File: config.mk
export PLATFORM = sky130hd
export DESIGN_NAME = sdr_open_row_ctrl
export DESIGN_NICKNAME = d
export VERILOG_FILES = /design/src/rtl/sdr_pkg.sv /design/src/rtl/sdr_row_tracker.sv /design/src/rtl/sdr_wait_timer.sv /design/src/rtl/sdr_burst_return.sv /design/src/rtl/sdr_open_row_ctrl.sv
export SDC_FILE = /design/constraint.sdc
export NUM_CORES = 1
export LEC_CHECK = 0
export CAP_MARGIN = 5
export CORE_MARGIN = 2
export CORE_UTILIZATION = 47
export DETAILED_ROUTE_END_ITERATION = 10
export PLACE_DENSITY = 0.76
export SYNTH_ARGS = -nofsm -noshare
export SYNTH_HDL_FRONTEND = slang
export SYNTH_SLANG_ARGS = --single-unit
File: constraint.sdc
create_clock -name clk -period 2.3 [get_ports clk]
set_input_delay 0.345 -clock clk [delete_from_list [all_inputs] [get_ports clk]]
set_output_delay 0.345 -clock clk [all_outputs]
set_load 0.02 [all_outputs]
File: src/rtl/sdr_pkg.sv
// Package: shared types for the open-row SDRAM read controller.
// Assumes: single bank, reads only.
package sdr_pkg;

    // Sequencer states: close, open and column phases plus their wait phases
    typedef enum logic [3:0] {
        ST_IDLE  = 4'd0,
        ST_PRE   = 4'd1,
        ST_WRP   = 4'd2,
        ST_ACT   = 4'd3,
        ST_WRCD  = 4'd4,
        ST_COL   = 4'd5,
        ST_WCL   = 4'd6,
        ST_BURST = 4'd7,
        ST_FIN   = 4'd8
    } sdr_state_e;

endpackage

File: src/rtl/sdr_row_tracker.sv
// Module: sdr_row_tracker
// Holds the address of the open row and a flag that says it is valid.
// Compares a lookup row against it. Assumes set_en is high only while the
// row strobe is issued. The flag is cleared on reset.
module sdr_row_tracker #(
    parameter int ROW_W = 8
) (
    input  logic             clk,
    input  logic             rst_n,
    input  logic             set_en,
    input  logic [ROW_W-1:0] set_row,
    input  logic [ROW_W-1:0] look_row,
    output logic             open_vld,
    output logic             hit
);

    logic [ROW_W-1:0] open_row_q;

    // Record the row being opened; forget any open row on reset
    always_ff @(posedge clk) begin
        if (!rst_n) begin
            open_vld   <= 1'b0;
            open_row_q <= '0;
        end else if (set_en) begin
            open_vld   <= 1'b1;
            open_row_q <= set_row;
        end
    end

    // Same-row detection against the lookup address
    always_comb hit = open_vld && (look_row == open_row_q);

endmodule

File: src/rtl/sdr_wait_timer.sv
// Module: sdr_wait_timer
// Down-counter for the latency waits. load presets the count. The count then
// falls by one per cycle and stops at zero. Assumes the caller loads N-2 so
// that a wait state entered after loading lasts N-1 cycles.
module sdr_wait_timer #(
    parameter int LAT_W = 3
) (
    input  logic             clk,
    input  logic             rst_n,
    input  logic             load,
    input  logic [LAT_W-1:0] load_val,
    output logic             zero
);

    logic [LAT_W-1:0] cnt_q;

    // Preset on load, otherwise count down to zero and hold
    always_ff @(posedge clk) begin
        if (!rst_n)            cnt_q <= '0;
        else if (load)         cnt_q <= load_val;
        else if (cnt_q != '0)  cnt_q <= cnt_q - LAT_W'(1);
    end

    // Wait-over flag
    always_comb zero = (cnt_q == '0);

endmodule

File: src/rtl/sdr_burst_return.sv
// Module: sdr_burst_return
// While active, captures one word per cycle from the memory data bus, forwards
// it with a valid strobe one cycle later, and flags the cycle of the final word.
// Assumes active stays high for exactly len+1 cycles and then drops.
module sdr_burst_return #(
    parameter int DATA_W = 16,
    parameter int LEN_W  = 3
) (
    input  logic              clk,
    input  logic              rst_n,
    input  logic              active,
    input  logic [LEN_W-1:0]  len,
    input  logic [DATA_W-1:0] mem_rdata,
    output logic              last,
    output logic              rsp_valid,
    output logic [DATA_W-1:0] rsp_data
);

    logic [LEN_W-1:0] idx_q;

    // Word index inside the burst, cleared between bursts
    always_ff @(posedge clk) begin
        if (!rst_n || !active) idx_q <= '0;
        else                   idx_q <= idx_q + LEN_W'(1);
    end

    // Register the bus word and its strobe
    always_ff @(posedge clk) begin
        if (!rst_n) begin
            rsp_valid <= 1'b0;
            rsp_data  <= '0;
        end else begin
            rsp_valid <= active;
            if (active) rsp_data <= mem_rdata;
        end
    end

    // Final-word flag in the bus cycle of the last word
    always_comb last = active && (idx_q == len);

endmodule

File: src/rtl/sdr_open_row_ctrl.sv
// Module: sdr_open_row_ctrl (top)
// Read controller for one SDRAM bank. Keeps the last row open and skips the
// close and open steps when the next request hits that row. Counts the
// programmable CL, RCD and RP latencies in bus clocks. Assumes the memory
// starts a burst CL cycles after the column command and auto-increments the
// column. Latencies are sampled when a request is accepted, and 0 counts as 1.
module sdr_open_row_ctrl
    import sdr_pkg::*;
#(
    parameter  int ROW_W  = 8,
    parameter  int COL_W  = 6,
    parameter  int DATA_W = 16,
    parameter  int LEN_W  = 3,
    parameter  int LAT_W  = 3,
    localparam int ADDR_W = ROW_W + COL_W,
    localparam int CA_W   = (ROW_W > COL_W) ? ROW_W : COL_W
) (
    input  logic              clk,
    input  logic              rst_n,
    input  logic              req_valid,
    output logic              req_ready,
    input  logic [ADDR_W-1:0] req_addr,
    input  logic [LEN_W-1:0]  req_len,
    input  logic [LAT_W-1:0]  cfg_cl,
    input  logic [LAT_W-1:0]  cfg_rcd,
    input  logic [LAT_W-1:0]  cfg_rp,
    output logic              cmd_pre,
    output logic              cmd_act,
    output logic              cmd_col,
    output logic [CA_W-1:0]   cmd_addr,
    input  logic [DATA_W-1:0] mem_rdata,
    output logic              rsp_valid,
    output logic [DATA_W-1:0] rsp_data,
    output logic              rsp_done
);

    localparam logic [LAT_W-1:0] LAT_ONE = LAT_W'(1);
    localparam logic [LAT_W-1:0] LAT_TWO = LAT_W'(2);

    sdr_state_e       state_q, state_d;
    logic [ROW_W-1:0] row_q;
    logic [COL_W-1:0] col_q;
    logic [LEN_W-1:0] len_q;
    logic [LAT_W-1:0] cl_q, rcd_q, rp_q;
    logic             accept, hit, open_vld;
    logic             tmr_load, tmr_zero, burst_last;
    logic [LAT_W-1:0] tmr_val;

    // Open-row bookkeeping against the incoming request row
    sdr_row_tracker #(.ROW_W(ROW_W)) u_rows (
        .clk      (clk),
        .rst_n    (rst_n),
        .set_en   (state_q == ST_ACT),
        .set_row  (row_q),
        .look_row (req_addr[ADDR_W-1:COL_W]),
        .open_vld (open_vld),
        .hit      (hit)
    );

    // Shared countdown for the RP, RCD and CL waits
    sdr_wait_timer #(.LAT_W(LAT_W)) u_timer (
        .clk      (clk),
        .rst_n    (rst_n),
        .load     (tmr_load),
        .load_val (tmr_val),
        .zero     (tmr_zero)
    );

    // Burst word capture and forwarding
    sdr_burst_return #(.DATA_W(DATA_W), .LEN_W(LEN_W)) u_ret (
        .clk       (clk),
        .rst_n     (rst_n),
        .active    (state_q == ST_BURST),
        .len       (len_q),
        .mem_rdata (mem_rdata),
        .last      (burst_last),
        .rsp_valid (rsp_valid),
        .rsp_data  (rsp_data)
    );

    always_comb accept = (state_q == ST_IDLE) && req_valid;

    // Latch the request and the clamped latencies at acceptance only
    always_ff @(posedge clk) begin
        if (!rst_n) begin
            row_q <= '0;
            col_q <= '0;
            len_q <= '0;
            cl_q  <= LAT_ONE;
            rcd_q <= LAT_ONE;
            rp_q  <= LAT_ONE;
        end else if (accept) begin
            row_q <= req_addr[ADDR_W-1:COL_W];
            col_q <= req_addr[COL_W-1:0];
            len_q <= req_len;
            cl_q  <= (cfg_cl  == '0) ? LAT_ONE : cfg_cl;
            rcd_q <= (cfg_rcd == '0) ? LAT_ONE : cfg_rcd;
            rp_q  <= (cfg_rp  == '0) ? LAT_ONE : cfg_rp;
        end
    end

    // Sequencer next-state and timer preset
    always_comb begin
        state_d  = state_q;
        tmr_load = 1'b0;
        tmr_val  = '0;
        case (state_q)
            ST_IDLE: if (req_valid) begin
                if (hit)           state_d = ST_COL;
                else if (open_vld) state_d = ST_PRE;
                else               state_d = ST_ACT;
            end
            ST_PRE: begin
                if (rp_q == LAT_ONE) state_d = ST_ACT;
                else begin
                    state_d  = ST_WRP;
                    tmr_load = 1'b1;
                    tmr_val  = rp_q - LAT_TWO;
                end
            end
            ST_WRP:  if (tmr_zero) state_d = ST_ACT;
            ST_ACT: begin
                if (rcd_q == LAT_ONE) state_d = ST_COL;
                else begin
                    state_d  = ST_WRCD;
                    tmr_load = 1'b1;
                    tmr_val  = rcd_q - LAT_TWO;
                end
            end
            ST_WRCD: if (tmr_zero) state_d = ST_COL;
            ST_COL: begin
                if (cl_q == LAT_ONE) state_d = ST_BURST;
                else begin
                    state_d  = ST_WCL;
                    tmr_load = 1'b1;
                    tmr_val  = cl_q - LAT_TWO;
                end
            end
            ST_WCL:   if (tmr_zero) state_d = ST_BURST;
            ST_BURST: if (burst_last) state_d = ST_FIN;
            ST_FIN:   state_d = ST_IDLE;
            default:  state_d = ST_IDLE;
        endcase
    end

    // State register and the end-of-burst pulse
    always_ff @(posedge clk) begin
        if (!rst_n) begin
            state_q  <= ST_IDLE;
            rsp_done <= 1'b0;
        end else begin
            state_q  <= state_d;
            rsp_done <= (state_q == ST_FIN);
        end
    end

    // Command strobes and multiplexed address decoded from the state
    always_comb begin
        req_ready = (state_q == ST_IDLE);
        cmd_pre   = (state_q == ST_PRE);
        cmd_act   = (state_q == ST_ACT);
        cmd_col   = (state_q == ST_COL);
        cmd_addr  = '0;
        if (cmd_act) cmd_addr = CA_W'(row_q);
        if (cmd_col) cmd_addr = CA_W'(col_q);
    end

endmodule


==> results of run 1 <==
==> layout by cell type, fill, tap and decap left out, types with 2 or more instances in the layout <==
| cell | instances |
|---|---|
| sky130_fd_sc_hd__dfxtp_1 | 61 |
| sky130_fd_sc_hd__dlymetal6s2s_1 | 3 |
| sky130_fd_sc_hd__o21a_1 | 2 |
| sky130_fd_sc_hd__xor2_1 | 4 |
| sky130_fd_sc_hd__ha_1 | 3 |
| sky130_fd_sc_hd__o221a_1 | 2 |
| sky130_fd_sc_hd__or4_1 | 3 |
| sky130_fd_sc_hd__dlygate4sd2_1 | 7 |
| sky130_fd_sc_hd__nand3_1 | 4 |
| sky130_fd_sc_hd__and2_1 | 2 |
| sky130_fd_sc_hd__nand4_1 | 2 |
| sky130_fd_sc_hd__xnor2_1 | 12 |
| sky130_fd_sc_hd__nor2_1 | 17 |
| sky130_fd_sc_hd__buf_4 | 11 |
| sky130_fd_sc_hd__bufinv_16 | 2 |
| sky130_fd_sc_hd__inv_2 | 2 |
| sky130_fd_sc_hd__dfxtp_2 | 2 |
| sky130_fd_sc_hd__clkdlybuf4s50_1 | 64 |
| sky130_fd_sc_hd__clkbuf_1 | 2 |
| sky130_fd_sc_hd__a222oi_1 | 3 |
| sky130_fd_sc_hd__nand2_1 | 113 |
| sky130_fd_sc_hd__clkbuf_8 | 11 |
| sky130_fd_sc_hd__a311oi_1 | 2 |
| sky130_fd_sc_hd__nor4_1 | 2 |
| sky130_fd_sc_hd__a21oi_1 | 53 |
| sky130_fd_sc_hd__inv_1 | 8 |
| sky130_fd_sc_hd__o21ai_1 | 3 |
==> report_power, final <==
group	total (mW)	internal (mW)	leakage, nW	switching, mW
Combinational	1.10	0.508	0.846	0.590
Sequential	1.42	1.26	0.513	0.154
Clock	1.08	0.669	0.114	0.411
Total	3.59	2.44	1.47	1.15
==> cell usage after synthesis <==
cell type / number / share of area
sky130_fd_sc_hd__or4_1: 3 / 0.0085
sky130_fd_sc_hd__xnor2_1: 12 / 0.040
sky130_fd_sc_hd__a311oi_1: 2 / 0.0066
sky130_fd_sc_hd__inv_2: 2 / 0.0028
sky130_fd_sc_hd__ha_1: 3 / 0.014
sky130_fd_sc_hd__clkinv_1: 1 / 0.0014
sky130_fd_sc_hd__o31a_1: 1 / 0.0033
sky130_fd_sc_hd__nor2b_1: 1 / 0.0024
sky130_fd_sc_hd__a21oi_1: 53 / 0.10
sky130_fd_sc_hd__nor2_1: 17 / 0.024
sky130_fd_sc_hd__nand4_1: 2 / 0.0047
sky130_fd_sc_hd__and3_1: 1 / 0.0024
sky130_fd_sc_hd__inv_1: 8 / 0.011
sky130_fd_sc_hd__nor2b_4: 1 / 0.0052
sky130_fd_sc_hd__nor3b_1: 1 / 0.0028
sky130_fd_sc_hd__nor4_1: 2 / 0.0047
sky130_fd_sc_hd__nand3_1: 4 / 0.0075
sky130_fd_sc_hd__nor4bb_1: 1 / 0.0038
sky130_fd_sc_hd__a32oi_1: 1 / 0.0033
sky130_fd_sc_hd__buf_2: 9 / 0.017
sky130_fd_sc_hd__clkbuf_1: 10 / 0.014
sky130_fd_sc_hd__and3b_1: 1 / 0.0033
sky130_fd_sc_hd__o221a_1: 2 / 0.0085
sky130_fd_sc_hd__nor4_2: 1 / 0.0047
sky130_fd_sc_hd__dfxtp_1: 63 / 0.47
sky130_fd_sc_hd__nand2_1: 113 / 0.16
sky130_fd_sc_hd__nor4b_2: 1 / 0.0056
sky130_fd_sc_hd__o21ai_1: 3 / 0.0056
sky130_fd_sc_hd__and2_1: 2 / 0.0047
sky130_fd_sc_hd__a2111oi_4: 1 / 0.010
sky130_fd_sc_hd__xor2_1: 4 / 0.013
sky130_fd_sc_hd__nand3b_1: 1 / 0.0028
sky130_fd_sc_hd__nor3_1: 1 / 0.0019
sky130_fd_sc_hd__a21boi_1: 1 / 0.0028
sky130_fd_sc_hd__o21a_1: 2 / 0.0056
sky130_fd_sc_hd__a222oi_1: 3 / 0.011
sky130_fd_sc_hd__nand4bb_1: 1 / 0.0042
sky130_fd_sc_hd__buf_4: 1 / 0.0028
==> worst max-delay path by stage <==
stage	startpoint	end	slack (ns)	cells past startpoint
finish	state_q[3]$_SDFFE_PN0P_	cmd_addr[6]	0.07	5
global route	state_q[3]$_SDFFE_PN0P_	cmd_addr[6]	0.004	5
detailed placement	state_q[0]$_SDFFE_PN0P_	cmd_addr[4]	0.22	5
CTS	state_q[2]$_SDFFE_PN0P_	cmd_col	0.03	3
floorplan	state_q[0]$_SDFFE_PN0P_	cmd_addr[0]	0.47	6
global placement	state_q[0]$_SDFFE_PN0P_	cmd_addr[0]	0.28	5
==> critical path: cells and delay by family (launching register included) <==
family / cells / cell delay (ns)
flip-flops: 1 / 0.39
AND/OR/NAND/NOR: 2 / 0.35
buffers and inverters: 3 / 0.81
==> per-stage QoR <==
stage / hold slack, ns / total power, mW / worst slack [ns] / area (µm²) / instances
2_1_floorplan: 0.428 / 2.16 / 0.466 / 2660 / 336
3_3_place_gp: 0.441 / 2.47 / 0.281 / 3470 / 471
3_5_place_dp: 0.447 / 2.51 / 0.217 / 3470 / 471
4_1_cts: 0.456 / 3.61 / 0.0276 / 3730 / 490
5_1_grt: 0.482 / 3.80 / 0.00424 / 3730 / 490
6_report: 0.453 / 3.59 / 0.0701 / 3730 / 490
==> metal layers <==
metal | part of all wire | up-vias | global-route usage | routed length (µm)
li1 | - | 1273 | - | -
met1 | 0.45 | 1136 | 0.273 | 2890
met5 | 0 | - | 0 | 0
met2 | 0.49 | 63 | 0.355 | 3110
met3 | 0.047 | 7 | 0.0409 | 301
met4 | 0.012 | 0 | 0.0948 | 74
==> registers in the layout, summed over array words and instances, names as in the netlist, 4 cells and up <==
name and cells:
u_ret.rsp_data 16, row_q 8, u_rows.open_row_q 8, col_q 6
state_q 4
==> final cells by class <==
class                           instances  area, µm²
Multi-Input combinational cell        242       1270
Timing Repair Buffer                   86        842
Inverter                               11       41.3
Tap cell                               72       90.1
Fill cell                             484       1740
Sequential cell                        63       1260
Clock inverter                          3       65.1
Clock buffer                           13        159
==> timing repair <==
action / 4_1_cts / 5_1_grt
endpoints found under the setup margin: 10 / 3
resized for setup: 10 / 3
setup buffers: 3 / 0
hold endpoints to repair: 0 / 0
==> cell families after synthesis <==
family	Yosys count	synth area share
simple gates	154	0.253
compound gates	69	0.157
flops	63	0.474
buf+inv	31	0.0494
xor+xnor	16	0.0527
fa+ha+maj	3	0.0141
==> results.env, run 1 <==
POWER_DENSITY_nW_PER_UM2=962
POSTROUTEANTENNANETS=0
SETUP_TNS_NS=0
SYNTHESIS.AREA_UM2=2660
CRITPATHREQUIREDTIME_NS=1.96
CLOCK-SKEW-FINAL_NS=0.00372
VDD_DROP_MAX_mV=0.545
REPORT.FINAL.HOLD_VIOL_COUNT=0
DRT_DRC_VIOLATIONS_LEFT=0
GRT_PASS1_WL_MM=10.6
FF2FF_SETUP_SLACK_NS=0.34
STATUS='completed'
TIMING.CRITICAL_PATH.FROM_TYPE='flip-flop'
DRIVE_GT1_FRAC=0.0837
TRACK_USAGE=0.215
GR-TOTAL-OVERFLOW=0
VIA_COUNT=2479
DIE_W_UM=79.2
WORST-SLEW-PIN-TRANSITION_NS=0.674
CTS_HOLD_BUFFERS=0
R2R_END='state_q[2]$_SDFFE_PN0P_'
HOLD_DEPTH=2
INITIAL_DRC_COUNT=168
CRITPATHCAPTURETYPE='output port'
DP_HPWL_MM=4.36
FLOORPLAN.DIE.HEIGHT_UM=79.2
DRT-VIAS-PER-INSTANCE=5.06
SYN_AVG_CELL_AREA_UM2=7.92
TOTAL_CLOCK_BUFFERS_CREATED_BY_CTS=9
FLOORPLAN.ROWS=27
DIE_AREA_UM2=6280
DRTPASS1ITERATIONS=4
HTREE_NUM_LEVELS=3
COUNT_OF_ENDPOINTS_FAILING_SETUP_IN_THE_FINAL_REPORT=0
SYNTHESIZED_NETS=384
GRT_ANTENNA_BEFORE_REPAIR=0
FLOORPLAN.CORE_AREA_UM2=5470
ROUTE.DETAILED.WL_PER_INST_UM=13.0
MIN_PERIOD_OVER_PERIOD=0.970
TOTAL_NUMBER_OF_YOSYS_WARNINGS=0
CRIT-REG2REG-LAUNCH='u_timer.cnt_q[0]$_SDFFE_PN0P_'
HOLDCRITSTARTPOINT='u_ret.rsp_data[6]$_SDFFE_PN0P_'
CRITICAL_PATH_ARRIVAL_NS=1.88
NUMBER_OF_ANTENNA_DIODES=0
CLKLATENCYLATEPIN_NS=0.33
FINALWEIGHTEDCONGESTION=0.848
CTSROOTBUFFERMASTER='sky130_fd_sc_hd__clkbuf_8'
WORST_PATH_LARGEST_CELL_DELAY_NS=0.59
CRIT_PATH_MAX_FANOUT=5
CRITICAL-PATH-SLOWEST-CELL='sky130_fd_sc_hd__clkdlybuf4s50_1'
CTS_SINKS=63
CLK_PIN_SLEW_NS=0.07
BOUNDARYPINS=75
INITIAL_UTILIZATION=0.486
PATH_CLASS='flip-flop to output port'
FMAX_MHz=448
SYNTH_CELLS=336
CRITICAL_PATH.CELL_CHAIN='nand4bb_1 -> inv_2 -> nand2_1 -> inv_1 -> clkdlybuf4s50_1'
CTS-ROOT-TO-SINK-BUFFERS=2
HOLD_END='u_ret.rsp_data[6]$_SDFFE_PN0P_'
GRT_START_MAX_NET_PINS=52
SLEW_HEADROOM=0.551
MIN_PERIOD_NS=2.23
CAP_VIOL_MAX_COUNT=0
YS_SEQ_AREA_FRAC=0.474
UTILIZATION=0.682
COUNT_OF_PINS_OVER_THEIR_SLEW_LIMIT=0
HOLD_PATH_CLASS='flip-flop to flip-flop'
FIRST_GLOBAL_VIAS=2403
PORTBUFFERS=74
SYNTH_CELL_TYPES=38
LAYOUT-AREA-OVERHEAD-VS-SYNTH_PCT=40.4
DRT_WL_TOTAL_MM=6.37
GRT_SETUP_UNREPAIRED='no'
WORST_R2R_PATH_DEPTH=7
SYNTH.FF_LATCH_COUNT=63
NETS=461
CELLLEAKAGEPOWER_nW=1.47
CTS_TREE='done'
Note: power is estimated with default switching activity, not from simulation.
==> run 2: changes to the inputs <==
--- a/config.mk
+++ b/config.mk
@@ -9,7 +9,7 @@
 export CORE_MARGIN = 2
 export CORE_UTILIZATION = 47
 export DETAILED_ROUTE_END_ITERATION = 10
-export PLACE_DENSITY = 0.76
+export PLACE_DENSITY = 0.78
 export SYNTH_ARGS = -nofsm -noshare
 export SYNTH_HDL_FRONTEND = slang
 export SYNTH_SLANG_ARGS = --single-unit
==> run 2 against run 1 <==
Against the previous run:
- fmax up 0.82%
- clock skew rose by 0.00099 ns
- routed wire length decreased by 2.4%
- worst hold slack about the same
- global-route usage down 0.58 points
- critical endpoint is now cmd_col
- count of clock-buffer cells in the layout down 1
- sequential power barely moved
==> results.env, run 2 (synthesis results as in run 1) <==
COUNT_OF_ENDPOINTS_FAILING_SETUP_IN_THE_FINAL_REPORT=0  # unchanged
FINAL_COMMON_CELL='sky130_fd_sc_hd__nand2_1'
REPORT.FINAL.HOLD_VIOL_COUNT=0  # unchanged
CTS_TREE='done'
NUMBER_OF_ANTENNA_DIODES=0  # unchanged
FLOORPLAN.ROWS=27  # unchanged
CTS-ROOT-TO-SINK-BUFFERS=2  # unchanged
INITIAL_UTILIZATION=0.486  # unchanged
DRT_WL_TOTAL_MM=6.22  # -2.4%
FLOORPLAN.DIE.HEIGHT_UM=79.2  # unchanged
REGMOSTFLOPS='u_ret.rsp_data'
POSTROUTEANTENNANETS=0  # unchanged
CRITPATHREQUIREDTIME_NS=1.96  # about the same
PORTBUFFERS=74  # unchanged
DRT-VIAS-PER-INSTANCE=5.08  # +0.49%
ROUTE.DETAILED.WL_PER_INST_UM=12.7  # -2.0%
TRACK_USAGE=0.209  # -0.00584
DRIVE_GT1_FRAC=0.0841  # +0.000403
LARGESTREGISTERS='u_ret.rsp_data (16), row_q (8), u_rows.open_row_q (8)'
CRIT_START='state_q[2]$_SDFFE_PN0P_'
CRITICAL-PATH-SLOWEST-CELL='sky130_fd_sc_hd__clkdlybuf4s50_1'
MIN_PERIOD_NS=2.21  # -0.0182 ns
HOLDCRITSTARTPOINT='u_ret.rsp_data[13]$_SDFFE_PN0P_'
CRITPATHCAPTURETYPE='output port'
HOLD_PATH_CLASS='flip-flop to flip-flop'
VIA_COUNT=2481  # +0.081%
DIE_AREA_UM2=6280  # unchanged
FINALWEIGHTEDCONGESTION=0.788  # -7.0%
GRT_ANTENNA_BEFORE_REPAIR=0  # unchanged
STATUS='completed'
CTS_HOLD_BUFFERS=0  # unchanged
MOSTFREQUENTLAYOUTCELLS='sky130_fd_sc_hd__nand2_1, sky130_fd_sc_hd__clkdlybuf4s50_1, sky130_fd_sc_hd__dfxtp_1, sky130_fd_sc_hd__a21oi_1, sky130_fd_sc_hd__nor2_1'
DPL_CELL_AREA_UM2=3480  # +0.22%
PATH_CLASS='flip-flop to output port'
NETS=462  # +0.22%
CRIT-REG2REG-LAUNCH='u_timer.cnt_q[0]$_SDFFE_PN0P_'
CRIT_PATH_MAX_FANOUT=9  # +4
HTREE_NUM_LEVELS=3  # unchanged
MIN_PERIOD_OVER_PERIOD=0.962  # -0.00793
DRTPASS1ITERATIONS=4  # unchanged
DRT_DRC_VIOLATIONS_LEFT=0  # unchanged
GRT_SETUP_UNREPAIRED='no'
FLOORPLAN.CORE_AREA_UM2=5470  # unchanged
DIE_W_UM=79.2  # unchanged
WORST_PATH_LARGEST_CELL_DELAY_NS=0.61  # +0.02 ns
TOTAL_CLOCK_BUFFERS_CREATED_BY_CTS=9  # unchanged
GRT_PASS1_WL_MM=10.2  # -4.2%
LAYOUT-AREA-OVERHEAD-VS-SYNTH_PCT=38.0
CTSROOTBUFFERMASTER='sky130_fd_sc_hd__clkbuf_8'
CTS_SINKS=63  # unchanged
WORST-SLEW-PIN-TRANSITION_NS=0.715  # +0.0413 ns
TIMING.CRITICAL_PATH.FROM_TYPE='flip-flop'
CRITICAL_PATH_ARRIVAL_NS=1.87  # about the same
CRITICAL_PATH.CELL_CHAIN='nor4bb_1 -> buf_4 -> clkdlybuf4s50_1'
SETUP_TNS_NS=0  # unchanged
LARGEST_REGISTER_FFS=16  # unchanged
CAP_VIOL_MAX_COUNT=0  # unchanged
FIRST_GLOBAL_VIAS=2197  # -8.6%
INITIAL_DRC_COUNT=163  # -3.0%
BOUNDARYPINS=75  # unchanged
FMAX_MHz=452  # +0.82%
SLEW_HEADROOM=0.523  # -0.0275
GRT_START_MAX_NET_PINS=37  # -29%
VDD_DROP_MAX_mV=0.507  # -6.9%
CELLLEAKAGEPOWER_nW=1.42  # -3.4%
CLOCK-SKEW-FINAL_NS=0.00471  # +0.000995 ns
COUNT_OF_PINS_OVER_THEIR_SLEW_LIMIT=0  # unchanged
GR-TOTAL-OVERFLOW=0  # unchanged
CLK_PIN_SLEW_NS=0.06  # about the same
POWER_DENSITY_nW_PER_UM2=913  # -5.1%
DP_HPWL_MM=4.31  # -1.1%
LAYOUT.CELL_AREA.NON_FILLER_UM2=3670  # -1.7%
CLKLATENCYLATEPIN_NS=0.33  # about the same
run 2: timing repair:
| item | CTS | global route |
|---|---|---|
| resized for setup | 10 | 3 |
| setup buffers | 0 | 3 |
| setup endpoints to repair | 10 | 2 |
run 2: path summary, 6_finish.rpt:
path | to | slack, ns | cells after the start
setup reg to reg | state_q[2]$_SDFFE_PN0P_ | 0.35 | 7
hold reg to reg | u_ret.rsp_data[13]$_SDFFE_PN0P_ | 0.45 | 2
hold / removal | u_ret.rsp_data[13]$_SDFFE_PN0P_ | 0.45 | 2
setup / recovery | cmd_col | 0.09 | 3
run 2: per-stage QoR:
stage                util  total power [mW]  setup slack [ns]  cells  hold slack, ns
floorplan               -              2.16             0.466    336           0.428
global placement    0.635              2.47             0.284    472           0.441
detailed placement  0.635              2.50             0.261    472           0.445
CTS                 0.665              3.35            0.0341    485           0.454
global route        0.671              3.56           0.00153    488           0.471
finish              0.671              3.35            0.0883    488           0.453
run 2: layer usage:
layer / track usage / vias up / wire [µm]
li1: - / 1273 / -
met2: 0.331 / 65 / 2960
met5: 0 / - / 0
met4: 0.102 / 0 / 91
met3: 0.0398 / 9 / 335
met1: 0.274 / 1134 / 2830
run 2: critical path, delay by kind of cell (launching register included):
kind	cells	cell delay, ns
flops	1	0.40
buf+inv	2	0.83
simple gates	1	0.30
run 2: report_power, final:
group | switching (mW) | leakage, nW | total (mW) | internal (mW)
Sequential | 0.150 | 0.514 | 1.41 | 1.27
Combinational | 0.593 | 0.819 | 1.10 | 0.502
Clock | 0.383 | 0.0902 | 0.842 | 0.459
Total | 1.12 | 1.42 | 3.35 | 2.23
run 2: area by class of cell:
type	instances	area, µm²
fill	492	1800
sequential	63	1270
multi-input combinational	242	1270
timing repair buffer	87	832
clock buffer	12	165
tap	72	90.1
inverter	11	43.8
clock inverter	1	5.00
==> run 3: changes to the inputs <==
--- a/config.mk
+++ b/config.mk
@@ -6,7 +6,6 @@
 export NUM_CORES = 1
 export LEC_CHECK = 0
 export CAP_MARGIN = 5
-export CORE_MARGIN = 2
 export CORE_UTILIZATION = 47
 export DETAILED_ROUTE_END_ITERATION = 10
 export PLACE_DENSITY = 0.78
==> run 3 against run 2 <==
Against the previous run:
- setup slack worse by 0.016 ns
- global-route usage rose by 1.3 points
- count of clock-buffer cells in the layout up 1
- utilization up 0.80 points
- routed wire length shrank 0.45%
==> results.env, run 3 (synthesis results as in run 1) <==
INITIAL_UTILIZATION=0.486  # unchanged
CRIT_PATH_MAX_FANOUT=9  # unchanged
CLK_PIN_SLEW_NS=0.07  # about the same
DP_HPWL_MM=4.19  # -2.9%
DRT_DRC_VIOLATIONS_LEFT=0  # unchanged
FIRST_GLOBAL_VIAS=2385  # +8.6%
TRACK_USAGE=0.222  # +0.0130
CTS_TREE='done'
CLKLATENCYLATEPIN_NS=0.34  # about the same
CRITICAL-PATH-SLOWEST-CELL='sky130_fd_sc_hd__clkdlybuf4s50_1'
FLOORPLAN.ROWS=27  # unchanged
VDD_DROP_MAX_mV=0.644  # +27%
DRT-VIAS-PER-INSTANCE=5.09  # +0.19%
PORTBUFFERS=74  # unchanged
SEQCELLAREA_UM2=1270  # about the same
LARGESTREGISTERS='u_ret.rsp_data (16), row_q (8), u_rows.open_row_q (8)'
DRIVE_GT1_FRAC=0.0837  # -0.000403
LARGEST_REGISTER_FFS=16  # unchanged
CLOCK_SHARE_OF_POWER=0.251  # about the same
REGMOSTFLOPS='u_ret.rsp_data'
VIA_COUNT=2496  # +0.60%
MULTI_INPUT_LOGIC_AREA_UM2=1290  # +2.0%
CTS_SINKS=63  # unchanged
BOUNDARYPINS=75  # unchanged
GRT_PASS1_WL_MM=10.5  # +3.3%
TOTAL_CLOCK_BUFFERS_CREATED_BY_CTS=9  # unchanged
NETS=461  # -0.22%
STATUS='completed'
CRITPATHCAPTURETYPE='output port'
NUMBER_OF_ANTENNA_DIODES=0  # unchanged
LAYOUT-AREA-OVERHEAD-VS-SYNTH_PCT=39.7
PATH_CLASS='flip-flop to output port'
GRT_SETUP_UNREPAIRED='no'
GRT_ANTENNA_BEFORE_REPAIR=0  # unchanged
MIN_PERIOD_OVER_PERIOD=0.969  # +0.00700
FF2FF_SETUP_SLACK_NS=0.34  # about the same
SETUP_TNS_NS=0  # unchanged
POWER_SWITCHING_SHARE=0.342  # +0.00678
CRITICAL_PATH.CELL_CHAIN='nor4bb_1 -> buf_4 -> clkdlybuf4s50_1'
COUNT_OF_ENDPOINTS_FAILING_SETUP_IN_THE_FINAL_REPORT=0  # unchanged
FLOORPLAN.CORE_AREA_UM2=5470  # unchanged
PSW_mW=1.16  # +3.5%
CTSROOTBUFFERMASTER='sky130_fd_sc_hd__clkbuf_8'
FINALWEIGHTEDCONGESTION=0.849  # +7.6%
LAYOUT.CELL_AREA.NON_FILLER_UM2=3710  # +1.2%
WORST_PATH_LARGEST_CELL_DELAY_NS=0.63  # +0.02 ns
HOLD_PATH_CLASS='flip-flop to flip-flop'
FLOORPLAN.DIE.HEIGHT_UM=77.2  # -2.5%
CELLINTERNALPOWER_mW=2.24  # +0.45%
POWER.TOTAL_mW=3.40  # +1.5%
REPORT.FINAL.HOLD_VIOL_COUNT=0  # unchanged
GRT_START_MAX_NET_PINS=52  # +41%
CAP_VIOL_MAX_COUNT=0  # unchanged
CTS_HOLD_BUFFERS=0  # unchanged
INITIAL_DRC_COUNT=130  # -20%
CTS-ROOT-TO-SINK-BUFFERS=2  # unchanged
POWER.COMBINATIONAL.FRACTION=0.330  # +0.003
CRITPATHREQUIREDTIME_NS=1.96  # about the same
POWER.SEQUENTIAL.FRACTION=0.419  # -0.003
DRT_WL_TOTAL_MM=6.19  # -0.45%
CLOCK-SKEW-FINAL_NS=0.00695  # +0.00223 ns
ROUTE.DETAILED.WL_PER_INST_UM=12.6  # -0.86%
GR-TOTAL-OVERFLOW=0  # unchanged
FINAL_COMMON_CELL='sky130_fd_sc_hd__nand2_1'
MIN_PERIOD_NS=2.23  # +0.0161 ns
HTREE_NUM_LEVELS=3  # unchanged
DIE_AREA_UM2=5960  # -5.0%
CRITICAL_PATH_ARRIVAL_NS=1.88  # about the same
DPL_CELL_AREA_UM2=3470  # -0.22%
TIMING.CRITICAL_PATH.FROM_TYPE='flip-flop'
DP_SLACK_NS=0.266  # +0.00522 ns
CRITICAL_PATH.N_BUFFERS_INVERTERS=2  # unchanged
FILLER_CELL_COUNT=487  # -1.0%
POSTROUTEANTENNANETS=0  # unchanged
FMAX_MHz=449  # -0.72%
POWER_DENSITY_nW_PER_UM2=916  # +0.28%
DRTPASS1ITERATIONS=4  # unchanged
WORST-SLEW-PIN-TRANSITION_NS=0.740  # +0.0246 ns
SLEW_HEADROOM=0.507  # -0.0164
CRITICAL-PATH-TOP-DELAY-FAMILY='buffers and inverters'
MOSTFREQUENTLAYOUTCELLS='sky130_fd_sc_hd__nand2_1, sky130_fd_sc_hd__clkdlybuf4s50_1, sky130_fd_sc_hd__dfxtp_1, sky130_fd_sc_hd__a21oi_1, sky130_fd_sc_hd__nor2_1'
COUNT_OF_PINS_OVER_THEIR_SLEW_LIMIT=0  # unchanged
UTILIZATION=0.679  # +0.00800
FINAL.SETUP.WORST_SLACK_NS=0.0722  # -0.0161 ns
DIE_W_UM=77.2  # -2.5%
CELLLEAKAGEPOWER_nW=1.51  # +5.9%
## run 3: layout make-up
class / instances / share of cell area
repair buffers: 86 / 0.228
clock buffers: 13 / 0.0428
well taps: 72 / 0.0243
clock inverters: 3 / 0.00472
flip-flops and latches: 63 / 0.341
multi-input cells: 242 / 0.348
inverters: 11 / 0.0118
## run 3: per-stage QoR
stage / hold slack, ns / cells
finish: 0.455 / 490
global route: 0.471 / 490
CTS: 0.457 / 490
detailed placement: 0.446 / 471
global placement: 0.440 / 471
floorplan: 0.428 / 336
## run 3: worst min-delay path: stages, from the launching register on
cell	delay (ns)
sky130_fd_sc_hd__dfxtp_1	0.31
sky130_fd_sc_hd__nand2_1	0.05
sky130_fd_sc_hd__a21oi_1	0.05
## run 3: final timing paths
kind                                   from  cells after the start                        endpoint
min reg2reg  u_ret.rsp_data[2]$_SDFFE_PN0P_                      2  u_ret.rsp_data[2]$_SDFFE_PN0P_
min          u_ret.rsp_data[2]$_SDFFE_PN0P_                      2  u_ret.rsp_data[2]$_SDFFE_PN0P_
max reg2reg   u_timer.cnt_q[0]$_SDFFE_PN0P_                      7         state_q[2]$_SDFFE_PN0P_
max                 state_q[1]$_SDFFE_PN0P_                      3                         cmd_col
## run 3: power by group through the flow
stage               clock (mW)  combinational (mW)  sequential (mW)
global placement             0                1.05             1.42
global route             0.918                1.26             1.45
finish                   0.855                1.12             1.43
detailed placement           0                1.08             1.43
floorplan                    0               0.784             1.38
CTS                      0.866                1.10             1.41
## run 3: repair_timing
| action | in CTS | in global routing |
|---|---|---|
| resized for setup | 4 | 11 |
| setup endpoints to repair | 9 | 9 |
| buffers inserted | 3 | 0 |
## run 3: layer usage
metal  part of all wire  track usage  routed length [µm]  up-vias
li1                   -            -                   -     1266
met1               0.46        0.281                2840     1153
met2               0.48        0.365                2980       67
met3              0.049       0.0357                 302       10
met4              0.012        0.109                  76        0
met5                  0            0                   0        -
